File: config.mk
export PLATFORM = sky130hd
export DESIGN_NAME = ml5_carrier_pwm
export DESIGN_NICKNAME = d
export VERILOG_FILES = /design/src/rtl/ml5_pwm_pkg.sv /design/src/rtl/ml5_ramp_sweep.sv /design/src/rtl/ml5_sine_ref.sv /design/src/rtl/ml5_level_map.sv /design/src/rtl/ml5_carrier_pwm.sv
export SDC_FILE = /design/constraint.sdc
export NUM_CORES = 1
export LEC_CHECK = 0
export ABC_AREA = 1
export BUFFER_PORTS_ARGS = -buffer_cell sky130_fd_sc_hd__clkbuf_2
export CAP_MARGIN = 10
export CORE_ASPECT_RATIO = 0.75
export CORE_MARGIN = 1.5
export CORE_UTILIZATION = 45
export DETAILED_ROUTE_END_ITERATION = 6
export PLACE_DENSITY_LB_ADDON = 0.1
export SYNTH_ARGS = -nofsm -noshare
export SYNTH_HDL_FRONTEND = slang
export SYNTH_HIERARCHICAL = 1
export SYNTH_SLANG_ARGS = --single-unit
File: constraint.sdc
create_clock -name clk -period 25.6 [get_ports clk]
set_clock_uncertainty 0.05 [all_clocks]
set_input_delay 5.12 -clock clk [delete_from_list [all_inputs] [get_ports clk]]
set_output_delay 5.12 -clock clk [all_outputs]
set_load 0.1 [all_outputs]
File: src/rtl/ml5_pwm_pkg.sv
package ml5_pwm_pkg;

    typedef enum logic [1:0] {
        TECH_PD   = 2'b00,
        TECH_POD  = 2'b01,
        TECH_APOD = 2'b10
    } tech_e;

    typedef enum logic {
        SWEEP_RISE = 1'b0,
        SWEEP_FALL = 1'b1
    } sweep_e;

    localparam logic [1:0] TECH_RESERVED = 2'b11;
    localparam int         SINE_IDX_W    = 6;
    localparam int         MI_W          = 8;
    localparam int         MI_UNITY      = 128;
    localparam int         GATE_N        = 5;
    localparam logic [GATE_N-1:0] GATE_ZERO_POS = 5'b00011;
    localparam logic [GATE_N-1:0] GATE_ZERO_NEG = 5'b01100;
    localparam logic [GATE_N-1:0] GATE_POS2     = 5'b01001;
    localparam logic [GATE_N-1:0] GATE_POS1     = 5'b11000;
    localparam logic [GATE_N-1:0] GATE_NEG1     = 5'b10100;
    localparam logic [GATE_N-1:0] GATE_NEG2     = 5'b00110;

endpackage

File: src/rtl/ml5_ramp_sweep.sv
module ml5_ramp_sweep
    import ml5_pwm_pkg::*;
#(
    parameter int CW       = 6,
    parameter int TICK_DIV = 195
) (
    input  logic        clk,
    input  logic        rst_n,
    output logic [CW:0] ramp_o,
    output logic        period_end_o
);
    localparam int          PW   = $clog2(TICK_DIV + 1);
    localparam logic [CW:0] PEAK = (CW+1)'(2**CW);

    logic [PW-1:0] pre_q;
    logic          tick;
    sweep_e        st_q, st_d;
    logic [CW:0]   ramp_q, ramp_d;

    assign tick = (pre_q == PW'(TICK_DIV - 1));

    always_ff @(posedge clk) begin
        if (!rst_n)    pre_q <= '0;
        else if (tick) pre_q <= '0;
        else           pre_q <= pre_q + 1'b1;
    end

    // state register
    always_ff @(posedge clk) begin
        if (!rst_n) begin
            st_q   <= SWEEP_RISE;
            ramp_q <= '0;
        end else begin
            st_q   <= st_d;
            ramp_q <= ramp_d;
        end
    end

    // next state and ramp
    always_comb begin
        st_d   = st_q;
        ramp_d = ramp_q;
        if (tick) begin
            unique case (st_q)
                SWEEP_RISE: begin
                    ramp_d = ramp_q + 1'b1;
                    if (ramp_q == PEAK - 1'b1) st_d = SWEEP_FALL;
                end
                SWEEP_FALL: begin
                    ramp_d = ramp_q - 1'b1;
                    if (ramp_q == 1) st_d = SWEEP_RISE;
                end
            endcase
        end
    end

    assign ramp_o       = ramp_q;
    assign period_end_o = tick && (st_q == SWEEP_FALL) && (ramp_q == 1);

endmodule

File: src/rtl/ml5_sine_ref.sv
module ml5_sine_ref
    import ml5_pwm_pkg::*;
#(
    parameter int CW = 6
) (
    input  logic                   clk,
    input  logic                   rst_n,
    input  logic                   advance_i,
    input  logic [MI_W-1:0]        mi_i,
    output logic signed [CW+2:0]   ref_o,
    output logic                   neg_half_o
);
    localparam int RW = CW + 3;

    logic [SINE_IDX_W-1:0] idx_q;
    logic [4:0]            jq;
    logic [6:0]            mag;
    logic signed [8:0]     s9;
    logic [MI_W-1:0]       mic;
    logic signed [31:0]    prod;

    // quarter-wave magnitude, round(127*sin(j*pi/32)), j = 0..16
    function automatic logic [6:0] qsin(input logic [4:0] j);
        case (j)
            5'd0:  qsin = 7'd0;
            5'd1:  qsin = 7'd12;
            5'd2:  qsin = 7'd25;
            5'd3:  qsin = 7'd37;
            5'd4:  qsin = 7'd49;
            5'd5:  qsin = 7'd60;
            5'd6:  qsin = 7'd71;
            5'd7:  qsin = 7'd81;
            5'd8:  qsin = 7'd90;
            5'd9:  qsin = 7'd98;
            5'd10: qsin = 7'd106;
            5'd11: qsin = 7'd112;
            5'd12: qsin = 7'd117;
            5'd13: qsin = 7'd122;
            5'd14: qsin = 7'd125;
            5'd15: qsin = 7'd126;
            5'd16: qsin = 7'd127;
            default: qsin = 7'd0;
        endcase
    endfunction

    always_ff @(posedge clk) begin
        if (!rst_n)         idx_q <= '0;
        else if (advance_i) idx_q <= idx_q + 1'b1;
    end

    assign jq   = idx_q[4] ? (5'd16 - {1'b0, idx_q[3:0]}) : {1'b0, idx_q[3:0]};
    assign mag  = qsin(jq);
    assign s9   = idx_q[5] ? -$signed({2'b00, mag}) : $signed({2'b00, mag});
    assign mic  = (mi_i > MI_W'(MI_UNITY)) ? MI_W'(MI_UNITY) : mi_i;
    assign prod = (32'(s9) * $signed({24'b0, mic})) <<< (CW + 1);

    assign ref_o      = RW'(prod >>> 14);
    assign neg_half_o = idx_q[5];

endmodule

File: src/rtl/ml5_level_map.sv
module ml5_level_map
    import ml5_pwm_pkg::*;
#(
    parameter int CW = 6
) (
    input  logic [CW:0]          ramp_i,
    input  tech_e                tech_i,
    input  logic signed [CW+2:0] ref_i,
    input  logic                 neg_half_i,
    output logic [GATE_N-1:0]    gate_d_o
);
    localparam int          RW    = CW + 3;
    localparam int          NBAND = 4;
    localparam logic [CW:0] PEAK  = (CW+1)'(2**CW);

    logic [NBAND-1:0] inv;
    logic [NBAND-1:0] above;
    logic [2:0]       n_above;

    always_comb begin
        case (tech_i)
            TECH_POD:  inv = 4'b0011;
            TECH_APOD: inv = 4'b1010;
            default:   inv = 4'b0000;
        endcase
    end

    for (genvar k = 0; k < NBAND; k++) begin : g_band
        localparam int OFS = (k - 2) * (2**CW);
        logic [CW:0]          r_eff;
        logic signed [RW-1:0] car;
        assign r_eff    = inv[k] ? (PEAK - ramp_i) : ramp_i;
        assign car      = RW'(OFS) + $signed({2'b00, r_eff});
        assign above[k] = (ref_i > car);
    end

    always_comb begin
        n_above = '0;
        for (int k = 0; k < NBAND; k++) n_above = n_above + 3'(above[k]);
    end

    always_comb begin
        case (n_above)
            3'd4:    gate_d_o = GATE_POS2;
            3'd3:    gate_d_o = GATE_POS1;
            3'd2:    gate_d_o = neg_half_i ? GATE_ZERO_NEG : GATE_ZERO_POS;
            3'd1:    gate_d_o = GATE_NEG1;
            default: gate_d_o = GATE_NEG2;
        endcase
    end

endmodule

File: src/rtl/ml5_carrier_pwm.sv
module ml5_carrier_pwm
    import ml5_pwm_pkg::*;
#(
    parameter int CW       = 6,
    parameter int TICK_DIV = 195
) (
    input  logic        clk,
    input  logic        rst_n,
    input  logic [1:0]  tech_sel,
    input  logic [7:0]  mod_index,
    output logic [4:0]  gate_o
);
    logic [CW:0]          ramp_cnt;
    logic                 period_end;
    logic signed [CW+2:0] ref_val;
    logic                 neg_half;
    tech_e                tech_q;
    logic [GATE_N-1:0]    gate_d;

    ml5_ramp_sweep #(.CW(CW), .TICK_DIV(TICK_DIV)) u_sweep (
        .clk          (clk),
        .rst_n        (rst_n),
        .ramp_o       (ramp_cnt),
        .period_end_o (period_end)
    );

    ml5_sine_ref #(.CW(CW)) u_sine (
        .clk        (clk),
        .rst_n      (rst_n),
        .advance_i  (period_end),
        .mi_i       (mod_index),
        .ref_o      (ref_val),
        .neg_half_o (neg_half)
    );

    ml5_level_map #(.CW(CW)) u_map (
        .ramp_i     (ramp_cnt),
        .tech_i     (tech_q),
        .ref_i      (ref_val),
        .neg_half_i (neg_half),
        .gate_d_o   (gate_d)
    );

    // arrangement register: loaded only at a carrier period boundary
    always_ff @(posedge clk) begin
        if (!rst_n)
            tech_q <= TECH_PD;
        else if (period_end && (tech_sel != TECH_RESERVED))
            tech_q <= tech_e'(tech_sel);
    end

    // output register
    always_ff @(posedge clk) begin
        if (!rst_n) gate_o <= GATE_ZERO_POS;
        else        gate_o <= gate_d;
    end

endmodule

==> results of run 1 <==
Yosys cell counts (14+ instances only):
master     n
inv_1    181
dfxtp_1   29
a21oi_1   32
nand3_1   39
fa_1      55
nor2_1    88
nand4_1   15
o21ai_0   25
inv_2     14
ha_1      73
nand2_2   22
nand2_1  228
where the power goes:
part           total, uW  internal, uW  leakage [uW]  switching [uW]
clock               69.3          48.5     0.0000831            20.8
combinational       6.03          1.66       0.00319            4.37
sequential          46.0          45.6      0.000234           0.451
per-layer routing:
layer,vias up,track usage
met1,2401,0.3437
met5,-,0
met3,4,0.02901
met2,94,0.2887
met4,0,0.01718
li1,2797,-
kinds of logic (layout without fill, tap and decap cells):
| family | Yosys count | count (layout) | synth area share |
|---|---|---|---|
| adder cells (fa/ha/maj) | 128 | 128 | 0.3353 |
| flip-flops | 29 | 29 | 0.09663 |
| buffers and inverters | 203 | 220 | 0.1289 |
| AND/OR/NAND/NOR | 439 | 439 | 0.3353 |
| AO/OA/AOI/OAI | 83 | 83 | 0.07643 |
| XOR/XNOR | 18 | 18 | 0.02749 |
worst max-delay path, delay by kind of cell:
kind	cells	cell delay [ns]
adder cells (fa/ha/maj)	9	3.64
XOR/XNOR	1	0.37
buffers and inverters	10	0.80
AO/OA/AOI/OAI	6	1.08
AND/OR/NAND/NOR	10	1.37
registers in the layout, summed over array words and instances, names as in the netlist:
| register | flops |
|---|---|
| gate_o | 5 |
| u_sweep/st_q | 1 |
| u_sweep/ramp_o | 7 |
| u_sine/idx_q | 6 |
| tech_q | 2 |
| u_sweep/pre_q | 8 |
final cells by class:
class                      instances  area (um^2)  share of cell area
clock buffer                       6        138.9             0.02157
clock inverter                     2        37.54            0.005829
inverter                         196        735.7              0.1142
multi-input combinational        668         4653              0.7226
sequential                        29        580.6             0.09015
tap                              171        214.0             0.03322
timing repair buffer              16        80.08             0.01243
stage by stage:
stage / total power, uW / instances / setup WS [ns] / area [um^2]
finish: 121.4 / 1088 / 13.32 / 6440
floorplan: 50.38 / 900 / 13.98 / 6008
global placement: 52.95 / 1080 / 13.23 / 6264
global route: 125.6 / 1088 / 12.71 / 6440
detailed placement: 52.95 / 1080 / 13.10 / 6264
CTS: 122.5 / 1088 / 13.39 / 6440
worst max path at each step:
stage / startpoint / to / cells after the start
2_1_floorplan: mod_index[4] / gate_o[1] / 36
3_3_place_gp: mod_index[7] / gate_o[1] / 36
3_5_place_dp: mod_index[7] / gate_o[1] / 35
4_1_cts: mod_index[7] / gate_o[1] / 36
5_1_grt: mod_index[7] / gate_o[1] / 36
6_report: mod_index[7] / gate_o[1] / 36
placed cells by master, fill, tap and decap left out, types with 2 or more instances in the layout:
cell type,count
nand3_1,39
o21bai_1,5
o21ai_1,10
nor2_2,11
nand3_4,2
nand2_4,9
inv_2,14
a21oi_2,3
nand2_2,22
nand4_1,15
fa_1,55
xor2_1,13
nor2_1,88
ha_1,73
a21boi_1,2
o21ai_0,25
nand4_2,2
nand3_2,7
inv_1,181
nor4_1,2
nor2_4,2
dfxtp_1,29
a21oi_1,32
or2_2,2
nand2_1,228
clkbuf_2,16
clkbuf_16,5
a211oi_1,2
xnor2_1,4
nor3_1,8
==> results.py, run 1 <==
metrics = {
    "setup_path": {
        "critPathSlowestCell": "fa_1",
        "crit_arrival_ns": 12.38,
        "start_kind": "input pin",
        "critPathMaxStageDelay_ns": 0.56,
        "timing.critical_path.fanout_max": 12,
        "r2r_end": "gate_o[1]",
        "path_class": "input pin to flip-flop",
        "crit_top_cell": "inv_1",
        "ff2ff_setup_slack_ns": 16.50,
        "worstPathRequired_ns": 25.70,
        "crit-reg2reg-launch": "u_sine/idx_q[0]",
        "r2r_cells": 53,
        "end_kind": "flip-flop",
    },
    "timing": {
        "finalSetupTns_ns": 0,
        "whs_ns": 0.4294,
        "finalCritPeriodShare": 0.4795,
        "setup_violations": 0,
        "hold_violations": 0,
        "fmax_mhz": 81.46,
        "layout_min_cycle_time_ns": 12.28,
        "slew_viol_final": 0,
        "slew_headroom": 0.5672,
        "rsz0062_at_grt": "no",
        "worstMarginPinSlew_ns": 0.6468,
    },
    "clock_network": {
        "h-tree-depth": 2,
        "cts_resized": 0,
        "cts_tree": "yes",
        "cts_root_buf": "clkbuf_16",
        "clk_pin_slew_worst_paths_ns": 0.05,
        "max-clock-path-buffers": 2,
        "postCtsSetupBuffers": 0,
        "cts_buffers": 5,
        "cts-hold-fix-buffers": 0,
        "cts_sinks": 29,
        "insertion_delay_ns": 0.27,
    },
    "floorplan": {
        "die_x_um": 136.4,
        "rows": 36,
        "coreArea_um2": 13020,
        "die_height_um": 103.1,
        "initial_core_util": 0.4616,
        "dieArea_um2": 14060,
        "io_pins": 17,
    },
    "power_and_ir_drop": {
        "max-vdd-ir-drop_mv": 0.04721,
        "pwr_density_cell_nw_per_um2": 18.84,
        "p_leak_uw": 0.003509,
    },
    "synthesis": {
        "ys_warn_count": 6,
        "ys_seq_elements": 29,
        "synthArstFlopShare": 0,
        "synth.avg_cell_area_um2": 6.676,
        "yosysTopAreaCell": "fa_1",
        "synth_edf_count": 0,
        "syn-cell-area_um2": 6008,
        "ys_types": 39,
        "syn_nets": 1040,
        "ys_seq_area_frac": 0.09663,
        "yosys.area.top_type_share": 0.1833,
        "synthCells": 900,
        "synth_ff_type": "dfxtp_1",
        "synth.area.top_cells": "fa_1, ha_1, nand2_1, inv_1, dfxtp_1",
    },
    "grt": {
        "grt_pass1_vias": 4858,
        "grt_pass1_wl_um": 23320,
        "grtUsageTotal": 0.2081,
        "grt_antenna_before_repair": 0,
        "overflow": 0,
        "grt_start_max_net_pins": 22,
    },
    "routing": {
        "route.met3.wl_um": 598,
        "wl_per_cell_um": 12.42,
        "m1WireLength_um": 7873,
        "viasPerCell": 4.868,
        "drc": 0,
        "drtIter0Drc": 315,
        "ant_nets": 0,
        "route.vias.total": 5296,
        "drt-total-wl_um": 13510,
        "wl_met2_um": 4993,
        "firstDrtPassIters": 5,
        "routed.top_layer": "met4",
    },
    "cells_and_area": {
        "drive_gt1_frac": 0.1080,
        "antennaDiodeCount": 0,
        "area_delta_synth_final_pct": 7.185,
        "fillers": 1333,
        "nNetsFinal": 1056,
        "utilization": 0.4947,
    },
    "job": {
        "max-cap-violations": 0,
    },
    "place": {
        "place.gp.congestion": 0.9151,
        "port_buffers": 16,
        "dp_hpwl_um": 11820,
    },
    "outcome": {
        "status": "finished clean",
    },
    "worst_hold_path": {
        "hold_path.class": "flip-flop to flip-flop",
        "hp-start": "u_sweep/pre_q[0]",
        "whs_path_depth": 1,
        "min_to": "u_sweep/pre_q[0]",
    },
}
No activity file was read; power rests on OpenSTA's default activity.
==> inputs of run 2 (changes only) <==
==> constraint.sdc (replaced) <==
create_clock -name clk -period 10.6 [get_ports clk]
set_clock_uncertainty 0.05 [all_clocks]
set_input_delay 2.12 -clock clk [delete_from_list [all_inputs] [get_ports clk]]
set_output_delay 2.12 -clock clk [all_outputs]
set_load 0.1 [all_outputs]
==> run 2 against run 1 <==
Non-clock buffer count grew 1. Core utilization grew 0.058 points. Setup slack lost 12 ns. Global-route usage shrank 0.32 points. Sequential power grew 140%. Die area is the same. Design area grew 0.12%. First-iteration DRC count grew 10%. Final cell count is essentially flat. Count of clock-buffer cells in the layout is the same. Sequential share of layout area is essentially flat. Critical path type unchanged. Largest cell class unchanged.
==> results.py, run 2 (synthesis results as in run 1) <==
metrics = {
    "setup_path": {
        "critPathMaxStageDelay_ns": 0.62,
        "crit_top_cell": "nand2_1",
        "ff2ff_setup_slack_ns": 1.52,
        "end_kind": "flip-flop",
        "r2r_cells": 53,
        "path_class": "input pin to flip-flop",
        "worstPathRequired_ns": 10.70,
        "critPathSlowestCell": "fa_1",
        "cp.buffers_inverters": 9,
        "r2r_end": "gate_o[1]",
        "crit-reg2reg-launch": "u_sine/idx_q[0]",
        "timing.critical_path.fanout_max": 12,
        "start_kind": "input pin",
        "crit_arrival_ns": 9.33,
        "path_delay_family": "adder cells",
    },
    "grt": {
        "grt_antenna_before_repair": 0,
        "grt_pass1_vias": 4725,
        "grt_pass1_wl_um": 23040,
        "grtUsageTotal": 0.2049,
        "overflow": 0,
        "grt_start_max_net_pins": 22,
    },
    "floorplan": {
        "initial_core_util": 0.4616,
        "die_x_um": 136.4,
        "die_height_um": 103.1,
        "coreArea_um2": 13020,
        "rows": 36,
        "dieArea_um2": 14060,
        "io_pins": 17,
    },
    "job": {
        "max-cap-violations": 0,
    },
    "cells_and_area": {
        "nNetsFinal": 1057,
        "fillers": 1347,
        "ff_latch_area_um2": 580.6,
        "utilization": 0.4953,
        "area_delta_synth_final_pct": 7.309,
        "top_register": "u_sweep/pre_q",
        "largest_reg_flops": 8,
        "final_cell_mix": "nand2_1, inv_1, nor2_1",
        "mostFrequentLayoutCell": "nand2_1",
        "antennaDiodeCount": 0,
        "multi_input_area_um2": 4653,
        "drive_gt1_frac": 0.1089,
    },
    "clock_network": {
        "clk_pin_slew_worst_paths_ns": 0.05,
        "cts_root_buf": "clkbuf_16",
        "cts_tree": "yes",
        "postCtsSetupBuffers": 0,
        "cts_buffers": 5,
        "h-tree-depth": 2,
        "cts_resized": 0,
        "cts-hold-fix-buffers": 0,
        "insertion_delay_ns": 0.27,
        "cts_sinks": 29,
        "max-clock-path-buffers": 2,
    },
    "timing": {
        "fmax_mhz": 108.3,
        "slew_headroom": 0.5614,
        "worstMarginPinSlew_ns": 0.6554,
        "slew_viol_final": 0,
        "whs_ns": 0.4231,
        "finalCritPeriodShare": 0.8712,
        "setup_violations": 0,
        "finalSetupTns_ns": 0,
        "rsz0062_at_grt": "no",
        "hold_violations": 0,
        "layout_min_cycle_time_ns": 9.235,
    },
    "routing": {
        "routed.top_layer": "met4",
        "drt-total-wl_um": 13460,
        "ant_nets": 0,
        "m1WireLength_um": 7768,
        "viasPerCell": 4.844,
        "wl_per_cell_um": 12.36,
        "firstDrtPassIters": 5,
        "route.vias.total": 5275,
        "route.met3.wl_um": 655,
        "drtIter0Drc": 348,
        "drc": 0,
        "wl_met2_um": 4999,
    },
    "worst_hold_path": {
        "hp-start": "u_sweep/pre_q[0]",
        "hold_path.class": "flip-flop to flip-flop",
        "min_to": "u_sweep/pre_q[0]",
        "whs_path_depth": 1,
    },
    "place": {
        "dp_hpwl_um": 11630,
        "port_buffers": 16,
        "place.gp.congestion": 0.9004,
    },
    "outcome": {
        "status": "finished clean",
    },
    "power_and_ir_drop": {
        "finalPower_uw": 292.8,
        "pwr_density_cell_nw_per_um2": 45.41,
        "max-vdd-ir-drop_mv": 0.1111,
        "p_leak_uw": 0.003514,
    },
}
[run 2: cell count changes in the layout (fill, tap and decap cells not counted)]
| cell | previous run | this run |
|---|---|---|
| buf_4 | 0 | 1 |
[run 2: worst reg2reg max path, delay by kind of cell, from the launching register on]
| family | cells | cell delay [ns] |
|---|---|---|
| adders and majority gates | 12 | 4.45 |
| and+or+nand+nor | 25 | 2.26 |
| AOI/OAI and AO/OA | 4 | 0.89 |
| buffers and inverters | 12 | 0.85 |
| DFF | 1 | 0.48 |
[run 2: power breakdown]
group | leakage (uW) | total (uW) | internal (uW) | switching [uW]
clock network | 0.0000831 | 167 | 117 | 49.6
registers | 0.000234 | 111 | 110 | 1.04
logic | 0.00320 | 15.0 | 4.27 | 10.8
[run 2: worst max path at each step]
stage	start	end	slack (ns)	depth (start not counted)
2_1_floorplan	mod_index[4]	gate_o[1]	1.98	36
3_3_place_gp	mod_index[7]	gate_o[1]	1.24	35
6_report	mod_index[7]	gate_o[1]	1.37	37
4_1_cts	mod_index[7]	gate_o[1]	1.36	37
5_1_grt	mod_index[7]	gate_o[1]	0.66	37
3_5_place_dp	mod_index[7]	gate_o[1]	1.07	37
[run 2: cell type report]
cell class	instances	area share
flip-flops and latches	29	0.09004
clock buffers	6	0.02154
inverters	196	0.1141
multi-input cells	668	0.7217
well taps	171	0.03318
clock inverters	2	0.005822
repair buffers	17	0.01358
[run 2: metal layers]
metal,vias to the layer above,GRT usage
li1,2800,-
met1,2371,0.3426
met2,100,0.2824
met3,4,0.02655
met4,0,0.01227
met5,-,0
[run 2: through the flow]
stage / setup WS (ns) / cells / area (um^2)
finish: 1.365 / 1089 / 6447
global route: 0.6576 / 1089 / 6447
CTS: 1.359 / 1089 / 6447
detailed placement: 1.069 / 1081 / 6271
global placement: 1.241 / 1081 / 6271
floorplan: 1.981 / 900 / 6008
